<file path="config.mk">
export PLATFORM = sky130hd
export DESIGN_NAME = spi_reg_slave
export DESIGN_NICKNAME = d
export VERILOG_FILES = /design/src/rtl/spi_reg_pkg.sv /design/src/rtl/spi_in_sync.sv /design/src/rtl/spi_frame_engine.sv /design/src/rtl/spi_regfile.sv /design/src/rtl/spi_reg_slave.sv
export SDC_FILE = /design/constraint.sdc
export NUM_CORES = 1
export LEC_CHECK = 0
export ABC_AREA = 1
export CAP_MARGIN = 40
export CORE_ASPECT_RATIO = 1.1
export CORE_UTILIZATION = 35
export CTS_BUF_LIST = sky130_fd_sc_hd__clkbuf_2 sky130_fd_sc_hd__clkbuf_4 sky130_fd_sc_hd__clkbuf_8
export CTS_CLUSTER_DIAMETER = 30
export DETAILED_ROUTE_END_ITERATION = 8
export GPL_TIMING_DRIVEN = 0
export SYNTH_ARGS = -nofsm -noshare
export SYNTH_HDL_FRONTEND = slang
export SYNTH_SLANG_ARGS = --single-unit
</file>
<file path="constraint.sdc">
create_clock -name clk -period 2.6 [get_ports clk]
set_clock_uncertainty 0.2 [all_clocks]
set_input_delay 0.39 -clock clk [delete_from_list [all_inputs] [get_ports clk]]
set_output_delay 0.39 -clock clk [all_outputs]
set_load 0.01 [all_outputs]
</file>
<file path="src/rtl/spi_reg_pkg.sv">
package spi_reg_pkg;
  parameter int ADDR_W = 3;
  parameter int IDX_W  = 4;
  parameter int DATA_W = 8;

  typedef struct packed {
    logic [ADDR_W-1:0] dev;
    logic              rd;
    logic [IDX_W-1:0]  idx;
  } frame_hdr_t;
endpackage

</file>
<file path="src/rtl/spi_in_sync.sv">
module spi_in_sync #(
  parameter int          W       = 3,
  parameter logic [W-1:0] RST_VAL = '0
) (
  input  logic         clk,
  input  logic         rst,
  input  logic [W-1:0] d_i,
  output logic [W-1:0] q_o
);
  logic [W-1:0] meta_q;
  logic [W-1:0] sync_q;

  always_ff @(posedge clk) begin
    if (rst) begin
      meta_q <= RST_VAL;
      sync_q <= RST_VAL;
    end else begin
      meta_q <= d_i;
      sync_q <= meta_q;
    end
  end

  assign q_o = sync_q;
endmodule

</file>
<file path="src/rtl/spi_frame_engine.sv">
module spi_frame_engine
  import spi_reg_pkg::*;
#(
  parameter int A_W = ADDR_W,
  parameter int I_W = IDX_W,
  parameter int D_W = DATA_W
) (
  input  logic           clk,
  input  logic           rst,
  input  logic           cs_n_s,
  input  logic           sclk_s,
  input  logic           mosi_s,
  input  logic [A_W-1:0] dev_addr_i,
  input  logic [D_W-1:0] rd_data_i,
  output logic [I_W-1:0] rd_idx_o,
  output logic           wr_en_o,
  output logic [I_W-1:0] wr_idx_o,
  output logic [D_W-1:0] wr_data_o,
  output logic           sdo_o,
  output logic           oe_o,
  output logic           done_o,
  output logic           sclk_fall_o,
  output logic           cs_fall_o
);
  localparam int HDR_W   = A_W + 1 + I_W;
  localparam int FRAME_W = HDR_W + D_W;
  localparam int SR_W    = (HDR_W > D_W) ? HDR_W : D_W;
  localparam int CNT_W   = $clog2(FRAME_W + 1) + 1;
  localparam logic [CNT_W-1:0] CNT_MAX  = '1;
  localparam logic [CNT_W-1:0] CNT_HDR  = CNT_W'(HDR_W);
  localparam logic [CNT_W-1:0] CNT_FULL = CNT_W'(FRAME_W);

  logic             cs_d_q, sclk_d_q;
  logic [CNT_W-1:0] cnt_q;
  logic [SR_W-1:0]  sr_q;
  logic [HDR_W-1:0] hdr_q;
  logic             hdr_ok_q;
  logic             load1_q, load2_q;
  logic [D_W-1:0]   tx_q;
  logic             sdo_q, oe_q, done_q, wr_en_q;
  logic [I_W-1:0]   wr_idx_q;
  logic [D_W-1:0]   wr_data_q;

  logic             active, sclk_rise, sclk_fall, cs_fall, cs_rise;
  logic [A_W-1:0]   hdr_dev;
  logic             hdr_rd;
  logic [I_W-1:0]   hdr_idx;
  logic             hdr_hit;

  assign active    = ~cs_n_s;
  assign sclk_rise = active & sclk_s & ~sclk_d_q;
  assign sclk_fall = active & ~sclk_s & sclk_d_q;
  assign cs_fall   = cs_d_q & ~cs_n_s;
  assign cs_rise   = ~cs_d_q & cs_n_s;

  assign hdr_dev = hdr_q[HDR_W-1 -: A_W];
  assign hdr_rd  = hdr_q[I_W];
  assign hdr_idx = hdr_q[I_W-1:0];
  assign hdr_hit = hdr_ok_q && (hdr_dev == dev_addr_i);

  always_ff @(posedge clk) begin
    if (rst) begin
      cs_d_q    <= 1'b1;
      sclk_d_q  <= 1'b0;
      cnt_q     <= '0;
      sr_q      <= '0;
      hdr_q     <= '0;
      hdr_ok_q  <= 1'b0;
      load1_q   <= 1'b0;
      load2_q   <= 1'b0;
      tx_q      <= '0;
      sdo_q     <= 1'b0;
      oe_q      <= 1'b0;
      done_q    <= 1'b0;
      wr_en_q   <= 1'b0;
      wr_idx_q  <= '0;
      wr_data_q <= '0;
    end else begin
      cs_d_q   <= cs_n_s;
      sclk_d_q <= sclk_s;
      done_q   <= 1'b0;
      wr_en_q  <= 1'b0;
      load1_q  <= 1'b0;
      load2_q  <= load1_q;
      if (cs_fall) begin
        cnt_q    <= '0;
        sr_q     <= '0;
        hdr_ok_q <= 1'b0;
        tx_q     <= '0;
        sdo_q    <= 1'b0;
        oe_q     <= 1'b0;
        load2_q  <= 1'b0;
      end else if (cs_rise) begin
        oe_q <= 1'b0;
        if (cnt_q == CNT_FULL && hdr_hit) begin
          done_q    <= 1'b1;
          wr_en_q   <= ~hdr_rd;
          wr_idx_q  <= hdr_idx;
          wr_data_q <= sr_q[D_W-1:0];
        end
      end else begin
        if (sclk_rise) begin
          sr_q <= {sr_q[SR_W-2:0], mosi_s};
          if (cnt_q != CNT_MAX) cnt_q <= cnt_q + 1'b1;
        end
        if (!hdr_ok_q && cnt_q == CNT_HDR) begin
          hdr_q    <= sr_q[HDR_W-1:0];
          hdr_ok_q <= 1'b1;
          load1_q  <= 1'b1;
        end
        if (load2_q) begin
          tx_q <= rd_data_i;
          oe_q <= hdr_hit & hdr_rd;
        end else if (sclk_fall && hdr_ok_q && cnt_q < CNT_FULL) begin
          sdo_q <= tx_q[D_W-1];
          tx_q  <= {tx_q[D_W-2:0], 1'b0};
        end
      end
    end
  end

  assign rd_idx_o    = hdr_idx;
  assign wr_en_o     = wr_en_q;
  assign wr_idx_o    = wr_idx_q;
  assign wr_data_o   = wr_data_q;
  assign sdo_o       = sdo_q;
  assign oe_o        = oe_q;
  assign done_o      = done_q;
  assign sclk_fall_o = sclk_fall;
  assign cs_fall_o   = cs_fall;
endmodule

</file>
<file path="src/rtl/spi_regfile.sv">
module spi_regfile #(
  parameter int NREG   = 12,
  parameter int D_W    = 8,
  parameter int I_W    = 4,
  parameter int GP_W   = 3,
  parameter int GP_IDX = 0
) (
  input  logic              clk,
  input  logic              rst,
  input  logic              wr_en_i,
  input  logic [I_W-1:0]    wr_idx_i,
  input  logic [D_W-1:0]    wr_data_i,
  input  logic [I_W-1:0]    rd_idx_i,
  output logic [D_W-1:0]    rd_data_o,
  output logic [NREG*D_W-1:0] regs_o,
  output logic [GP_W-1:0]   gp_o
);
  localparam logic [I_W:0] LIMIT = (I_W+1)'(NREG);

  logic [NREG-1:0][D_W-1:0] mem_q;
  logic [D_W-1:0]           rd_q;
  logic [GP_W-1:0]          gp_q;

  always_ff @(posedge clk) begin
    if (rst) begin
      mem_q <= '0;
    end else if (wr_en_i && ({1'b0, wr_idx_i} < LIMIT)) begin
      for (int i = 0; i < NREG; i++) begin
        if (wr_idx_i == I_W'(i)) mem_q[i] <= wr_data_i;
      end
    end
  end

  always_ff @(posedge clk) begin
    if (rst) begin
      rd_q <= '0;
      gp_q <= '0;
    end else begin
      rd_q <= '0;
      for (int i = 0; i < NREG; i++) begin
        if (rd_idx_i == I_W'(i)) rd_q <= mem_q[i];
      end
      gp_q <= mem_q[GP_IDX][GP_W-1:0];
    end
  end

  generate
    for (genvar g = 0; g < NREG; g++) begin : g_flat
      assign regs_o[g*D_W +: D_W] = mem_q[g];
    end
  endgenerate

  assign rd_data_o = rd_q;
  assign gp_o      = gp_q;
endmodule

</file>
<file path="src/rtl/spi_reg_slave.sv">
module spi_reg_slave
  import spi_reg_pkg::*;
#(
  parameter int NUM_REGS = 12,
  parameter int GP_REG   = 0
) (
  input  logic                       clk,
  input  logic                       rst,
  input  logic                       cs_n_i,
  input  logic                       sclk_i,
  input  logic                       mosi_i,
  output logic                       sdo_o,
  output logic                       sdo_oe_o,
  input  logic [ADDR_W-1:0]          gp_strap_i,
  output logic [ADDR_W-1:0]          gp_out_o,
  output logic                       gp_oe_o,
  output logic [NUM_REGS*DATA_W-1:0] regs_o,
  output logic                       frame_done_o
);
  logic [2:0]        pins_s;
  logic [ADDR_W-1:0] strap_q;
  logic              gp_oe_q;
  logic [DATA_W-1:0] rd_data;
  logic [IDX_W-1:0]  rd_idx;
  logic              wr_en;
  logic [IDX_W-1:0]  wr_idx;
  logic [DATA_W-1:0] wr_data;
  logic              oe_q;
  logic              sclk_fall;
  logic              cs_fall;

  spi_in_sync #(.W(3), .RST_VAL(3'b100)) u_sync (
    .clk (clk),
    .rst (rst),
    .d_i ({cs_n_i, sclk_i, mosi_i}),
    .q_o (pins_s)
  );

  always_ff @(posedge clk) begin
    if (rst) begin
      strap_q <= gp_strap_i;
      gp_oe_q <= 1'b0;
    end else begin
      gp_oe_q <= 1'b1;
    end
  end

  spi_frame_engine #(.A_W(ADDR_W), .I_W(IDX_W), .D_W(DATA_W)) u_eng (
    .clk         (clk),
    .rst         (rst),
    .cs_n_s      (pins_s[2]),
    .sclk_s      (pins_s[1]),
    .mosi_s      (pins_s[0]),
    .dev_addr_i  (strap_q),
    .rd_data_i   (rd_data),
    .rd_idx_o    (rd_idx),
    .wr_en_o     (wr_en),
    .wr_idx_o    (wr_idx),
    .wr_data_o   (wr_data),
    .sdo_o       (sdo_o),
    .oe_o        (oe_q),
    .done_o      (frame_done_o),
    .sclk_fall_o (sclk_fall),
    .cs_fall_o   (cs_fall)
  );

  spi_regfile #(
    .NREG(NUM_REGS), .D_W(DATA_W), .I_W(IDX_W), .GP_W(ADDR_W), .GP_IDX(GP_REG)
  ) u_rf (
    .clk       (clk),
    .rst       (rst),
    .wr_en_i   (wr_en),
    .wr_idx_i  (wr_idx),
    .wr_data_i (wr_data),
    .rd_idx_i  (rd_idx),
    .rd_data_o (rd_data),
    .regs_o    (regs_o),
    .gp_o      (gp_out_o)
  );

  // Raw pin gating keeps the driver off the instant select is released.
  assign sdo_oe_o = oe_q & ~cs_n_i;
  assign gp_oe_o  = gp_oe_q;
endmodule

</file>
==> impl_metrics.env, run 1 <==
export IMPL_cts_sinks=168
export IMPL_gpl_final_weighted_congestion=0.877
export IMPL_clk_path_buf_depth=2
export IMPL_synth_edf_count=3
export IMPL_cts_resized_gates=0
export IMPL_cts_hold_buf=0
export IMPL_max_freq_mhz=428
export IMPL_yosysMostFrequentCell="dfxtp_1"
export IMPL_finalSetupViolations=0
export IMPL_start_util_pct=36.0
export IMPL_track_usage_pct=20.8
export IMPL_die_area_sq_um=19600
export IMPL_grt_pass1_vias=5692
export IMPL_powerDensity_nw_per_um2=557
export IMPL_avgSynthCellArea_sq_um=7.72
export IMPL_num_rows=52
export IMPL_synth_seq_cells=168
export IMPL_async_reset_ff_share_pct=0
export IMPL_cp_start_kind="input pin"
export IMPL_critPathMostFrequentCell="clkbuf_1"
export IMPL_synth_top_area_cell="dfxtp_1"
export IMPL_die_height_um=147
export IMPL_cts_tree="built"
export IMPL_htreeDepth=4
export IMPL_synthFlopType="dfxtp_1"
export IMPL_multi_input_area_sq_um=2700
export IMPL_io_buffers=110
export IMPL_p_leak_nw=3.16
export IMPL_netlist_instances=862
export IMPL_synth_area_leaders="dfxtp_1 (50%), o21ai_0 (10%), a21oi_1 (8.8%), nand2_1 (6.3%), nor2_1 (5.4%)"
export IMPL_routed_via_density=4.89
export IMPL_grt_pass1_wl_um=31300
export IMPL_antenna_found_initial=0
export IMPL_fin_area_sq_um=8490
export IMPL_drv_cap=0
export IMPL_synth_common_cells="dfxtp_1 (165), o21ai_0 (139), a21oi_1 (117)"
export IMPL_slowest_stage="clkbuf_1"
export IMPL_overflow=0
export IMPL_cts_made_buffers=17
export IMPL_cp_max_fo=10
export IMPL_crit_path_cell_trace="clkdlybuf4s50_1 -> clkbuf_1 -> inv_1 -> buf_2 -> clkbuf_1 -> o21ai_0 -> nor2_1"
export IMPL_crit_arrival_ps=2470
export IMPL_vias=6103
export IMPL_max_stage_delay_ps=550
export IMPL_crit_required_ps=2740
export IMPL_synth_nets=874
export IMPL_first_pass_iters=5
export IMPL_irDropWorstVdd_mv=0.313
export IMPL_synth_seq_area_share_pct=51.0
export IMPL_synth_top_area_share_pct=49.6
export IMPL_antenna_cells=0
export IMPL_status="complete, no violations"
export IMPL_fin_nets=1003
export IMPL_dieWidth_um=133
export IMPL_postCtsSetupRepairBufs=0
export IMPL_coreArea_sq_um=18500
export IMPL_relSlewSlack_pct=45.1
export IMPL_setup_tns_ps=0
export IMPL_yosys_warnings=0
export IMPL_io_pins=111
export IMPL_cts_root_buf="clkbuf_8"
export IMPL_area_growth_pct=27.6
export IMPL_postPlaceCellArea_sq_um=8060
export IMPL_rsz0062_at_grt="no"
export IMPL_synth_distinct_cells=36
export IMPL_clkLatencyLatePin_ps=460
export IMPL_hp_class="flop to flop"
export IMPL_finalHoldViolations=0
export IMPL_nFillCells=1903
export IMPL_drc=0
export IMPL_post_route_cells_drive_above_1_share_pct=6.57
export IMPL_maxSlewViolCount=0
export IMPL_worst_pin_slew_ps=823
export IMPL_routedWlPerCell_um=15.9
export IMPL_period_share_pct=89.8
export IMPL_fin_crit_ps=2340
export IMPL_drtIter0Drc=397
export IMPL_grt_max_degree=17
export IMPL_p_total_w=0.00473
export IMPL_critical_path_class="input pin to flop"
export IMPL_clk_pin_slew_ps=80
export IMPL_antenna_left=0
export IMPL_hpwl_um=14500
export IMPL_finalWirelength_um=19900
export IMPL_worst_setup_path_end_kind="flop"
export IMPL_syn_cell_area_sq_um=6650
export IMPL_ff_latch_area_sq_um=3390
cells by family (layout without fill, tap and decap cells):
logic type	after synthesis	after routing	share of synthesized area [%]
xor gates and xnor gates	2	2	0.263
AOI/OAI and AO/OA	277	277	21.5
DFF	168	168	51.0
adders and majority gates	4	4	0.752
buffers and inverters	139	281	8.42
and+or+nand+nor	272	272	18.1
report_power, final:
| group | internal (W) | switching [W] | total [W] |
|---|---|---|---|
| Clock | 0.00105 | 0.000982 | 0.00204 |
| Sequential | 0.00259 | 0.00000620 | 0.00260 |
| Combinational | 0.0000312 | 0.0000682 | 0.0000995 |
final cells by class:
cell class              instances  area share, %
plain buffers                  43           2.36
clock buffers                  22           3.42
clock inverters                10           1.67
inverters                      96           4.24
multi-input cells             555           31.8
flip-flops and latches        168           40.0
well taps                     243           3.58
repair buffers                110           13.0
cell usage in the layout, fill, tap and decap left out, types with 3 or more instances in the layout:
| cell type | synthesis | routed |
|---|---|---|
| nor2_2 | 6 | 6 |
| buf_6 | 3 | 3 |
| dfxtp_1 | 165 | 165 |
| or2_2 | 4 | 4 |
| buf_2 | 10 | 10 |
| a21oi_1 | 117 | 117 |
| edfxtp_1 | 3 | 3 |
| nor3_1 | 4 | 4 |
| a211oi_1 | 12 | 12 |
| nand4_1 | 16 | 16 |
| clkbuf_8 | 0 | 20 |
| ha_1 | 4 | 4 |
| clkdlybuf4s50_1 | 0 | 110 |
| nand3_1 | 18 | 18 |
| bufinv_16 | 0 | 3 |
| o21ai_0 | 139 | 139 |
| clkbuf_1 | 27 | 27 |
| inv_1 | 93 | 93 |
| a31oi_1 | 5 | 5 |
| or2_0 | 4 | 4 |
| nor2_1 | 96 | 96 |
| nand2_1 | 112 | 112 |
metrics by stage:
stage          util, %  cells  hold WS, ps  setup slack [ps]
2_1_floorplan        -    862          188               746
3_3_place_gp      43.6   1215          198              -126
3_5_place_dp      43.6   1215          199              -157
4_1_cts           46.0   1247          213               327
5_1_grt           46.0   1247          239               145
6_report          46.0   1247          209               264
critical path, delay by kind of cell:
| family | cells | cell delay [ps] |
|---|---|---|
| buf+inv | 5 | 1840 |
| compound gates | 1 | 170 |
| simple gates | 1 | 70 |
path summary, 6_finish.rpt:
kind         cells after the start                 to  slack (ps)              from
max                              7  u_rf.rd_data_o[2]         260               rst
min                              2      u_sync.q_o[1]         210  u_sync.meta_q[1]
max reg2reg                      7         u_eng.oe_o         440     u_sync.q_o[2]
min reg2reg                      2      u_sync.q_o[1]         210  u_sync.meta_q[1]
metal layers:
layer / GRT usage (%) / vias to the layer above / share of wire [%]
met5: 0 / - / 0
met4: 8.47 / 0 / 2.9
met3: 3.82 / 37 / 4.4
met2: 33.5 / 172 / 48
met1: 27.2 / 2783 / 45
li1: - / 3111 / -
state kept, by name, indices dropped and copies added, names as in the netlist, 3 cells and up:
name / count
strap_q: 3
u_eng.cnt_q: 6
u_eng.hdr_q: 8
u_eng.sr_q: 8
u_eng.tx_q: 8
u_eng.wr_data_o: 8
u_eng.wr_idx_o: 4
u_rf.gp_o: 3
u_rf.rd_data_o: 8
u_rf.regs_o: 96
u_sync.meta_q: 3
u_sync.q_o: 3
Note: power is estimated with default switching activity, not from simulation.
==> inputs of run 2 (changes only) <==
--- a/config.mk
+++ b/config.mk
@@ -13,6 +13,7 @@
 export CTS_CLUSTER_DIAMETER = 30
 export DETAILED_ROUTE_END_ITERATION = 8
 export GPL_TIMING_DRIVEN = 0
+export SKIP_LAST_GASP = 1
 export SYNTH_ARGS = -nofsm -noshare
 export SYNTH_HDL_FRONTEND = slang
 export SYNTH_SLANG_ARGS = --single-unit
==> results of run 2 <==
The final DEF is identical to that of run 1; final timing and power are the same.
==> inputs of run 3 (changes only) <==
--- a/config.mk
+++ b/config.mk
@@ -8,10 +8,12 @@
 export ABC_AREA = 1
 export CAP_MARGIN = 40
 export CORE_ASPECT_RATIO = 1.1
+export CORE_MARGIN = 10
 export CORE_UTILIZATION = 35
 export CTS_BUF_LIST = sky130_fd_sc_hd__clkbuf_2 sky130_fd_sc_hd__clkbuf_4 sky130_fd_sc_hd__clkbuf_8
 export CTS_CLUSTER_DIAMETER = 30
 export DETAILED_ROUTE_END_ITERATION = 8
+export DONT_BUFFER_PORTS = 1
 export GPL_TIMING_DRIVEN = 0
 export SKIP_LAST_GASP = 1
 export SYNTH_ARGS = -nofsm -noshare
==> impl_metrics.env, run 3 (synthesis gave the netlist of run 1 again) <==
export IMPL_status="complete, no violations"
export IMPL_p_leak_nw=2.80
export IMPL_hp_class="flop to flop"
export IMPL_drtIter0Drc=374
export IMPL_post_route_cells_drive_above_1_share_pct=7.33
export IMPL_setup_tns_ps=0
export IMPL_postCtsSetupRepairBufs=0
export IMPL_finalHoldViolations=0
export IMPL_cts_sinks=168
export IMPL_critical_path_class="flop to flop"
export IMPL_drc=0
export IMPL_irDropWorstVdd_mv=0.301
export IMPL_overflow=0
export IMPL_track_usage_pct=16.6
export IMPL_cts_resized_gates=0
export IMPL_cp_start_kind="flop"
export IMPL_antenna_cells=0
export IMPL_start_util_pct=35.9
export IMPL_cts_tree="built"
export IMPL_num_rows=52
export IMPL_finalWirelength_um=20800
export IMPL_worst_setup_path_end_kind="flop"
export IMPL_gpl_final_weighted_congestion=0.876
export IMPL_dieWidth_um=151
export IMPL_vias=5830
export IMPL_layout_common_cells="dfxtp_1 (165), o21ai_0 (139), a21oi_1 (117)"
export IMPL_antenna_found_initial=0
export IMPL_clk_pin_slew_ps=80
export IMPL_crit_required_ps=2750
export IMPL_max_freq_mhz=465
export IMPL_finish_utilization_pct=40.2
export IMPL_grt_pass1_vias=5407
export IMPL_clkLatencyLatePin_ps=470
export IMPL_fin_crit_ps=2150
export IMPL_grt_pass1_wl_um=31700
export IMPL_mostFrequentLayoutCell="dfxtp_1"
export IMPL_routedWlPerCell_um=18.1
export IMPL_area_growth_pct=12.0
export IMPL_worst_pin_slew_ps=854
export IMPL_coreArea_sq_um=18500
export IMPL_grt_max_degree=17
export IMPL_io_buffers=0
export IMPL_cts_root_buf="clkbuf_8"
export IMPL_die_height_um=165
export IMPL_first_pass_iters=5
export IMPL_maxSlewViolCount=0
export IMPL_routed_via_density=5.10
export IMPL_antenna_left=0
export IMPL_finalSetupViolations=0
export IMPL_clk_path_buf_depth=2
export IMPL_fin_nets=900
export IMPL_largest_register_ffs=96
export IMPL_hpwl_um=15400
export IMPL_cp_max_fo=7
export IMPL_crit_arrival_ps=2300
export IMPL_cts_made_buffers=17
export IMPL_htreeDepth=4
export IMPL_die_area_sq_um=24900
export IMPL_relSlewSlack_pct=43.0
export IMPL_rsz0062_at_grt="no"
export IMPL_period_share_pct=82.8
export IMPL_powerDensity_nw_per_um2=628
export IMPL_io_pins=111
export IMPL_drv_cap=0
run 3: per-layer routing:
metal  wire length, um  up-vias  track usage (%)
li1                  -     2926                -
met1              8670     2701             19.5
met3              1390       33             4.54
met4               606        0             7.18
met2             10100      170             27.8
met5                 0        -                0
run 3: timing repair:
| action | in CTS | in global routing |
|---|---|---|
| endpoints found under the hold margin | 9 | 0 |
| hold buffers | 7 | 0 |
| endpoints found under the setup margin | 0 | 0 |
run 3: worst paths after layout:
path                                  startpoint           endpoint  slack [ps]  cells after the start
worst max-delay path              u_eng.hdr_q[1]  u_rf.rd_data_o[6]         450                     11
worst min-delay path            u_sync.meta_q[1]      u_sync.q_o[1]         210                      2
worst max register to register    u_eng.hdr_q[1]  u_rf.rd_data_o[6]         450                     11
worst min register to register  u_sync.meta_q[1]      u_sync.q_o[1]         210                      2
run 3: final cells by class:
type / instances / area (sq um)
inverter: 96 / 360
fill: 1955 / 11100
buffer: 43 / 200
tap: 243 / 304
multi-input combinational: 555 / 2700
sequential: 168 / 3390
clock buffer: 18 / 248
clock inverter: 14 / 174
timing repair buffer: 7 / 70.1
run 3: power by group:
group	leakage, nW	switching [W]	internal [W]
Sequential	1.36	0.00000678	0.00259
Combinational	1.24	0.0000660	0.0000278
Clock	0.207	0.00101	0.000982
run 3: through the flow:
step	cell area, sq um	hold WS (ps)	total power [W]	setup WS, ps	instances
6_report	7450	208	0.00468	448	1144
5_1_grt	7450	224	0.00483	259	1144
4_1_cts	7450	211	0.00471	467	1144
3_5_place_dp	6960	197	0.00274	437	1105
3_3_place_gp	6960	197	0.00274	413	1105
2_1_floorplan	6650	188	0.00271	746	862
run 3: critical path, cell delays in order (launching register included):
cell and delay, ps:
dfxtp_1 470, inv_1 120, nand2_1 150, nor2_1 160
nand2_1 90, nand2_1 60, nor2_1 150, nand4_1 160
nand2_1 140, nand4_1 140, nor2_1 120, nor2_1 60
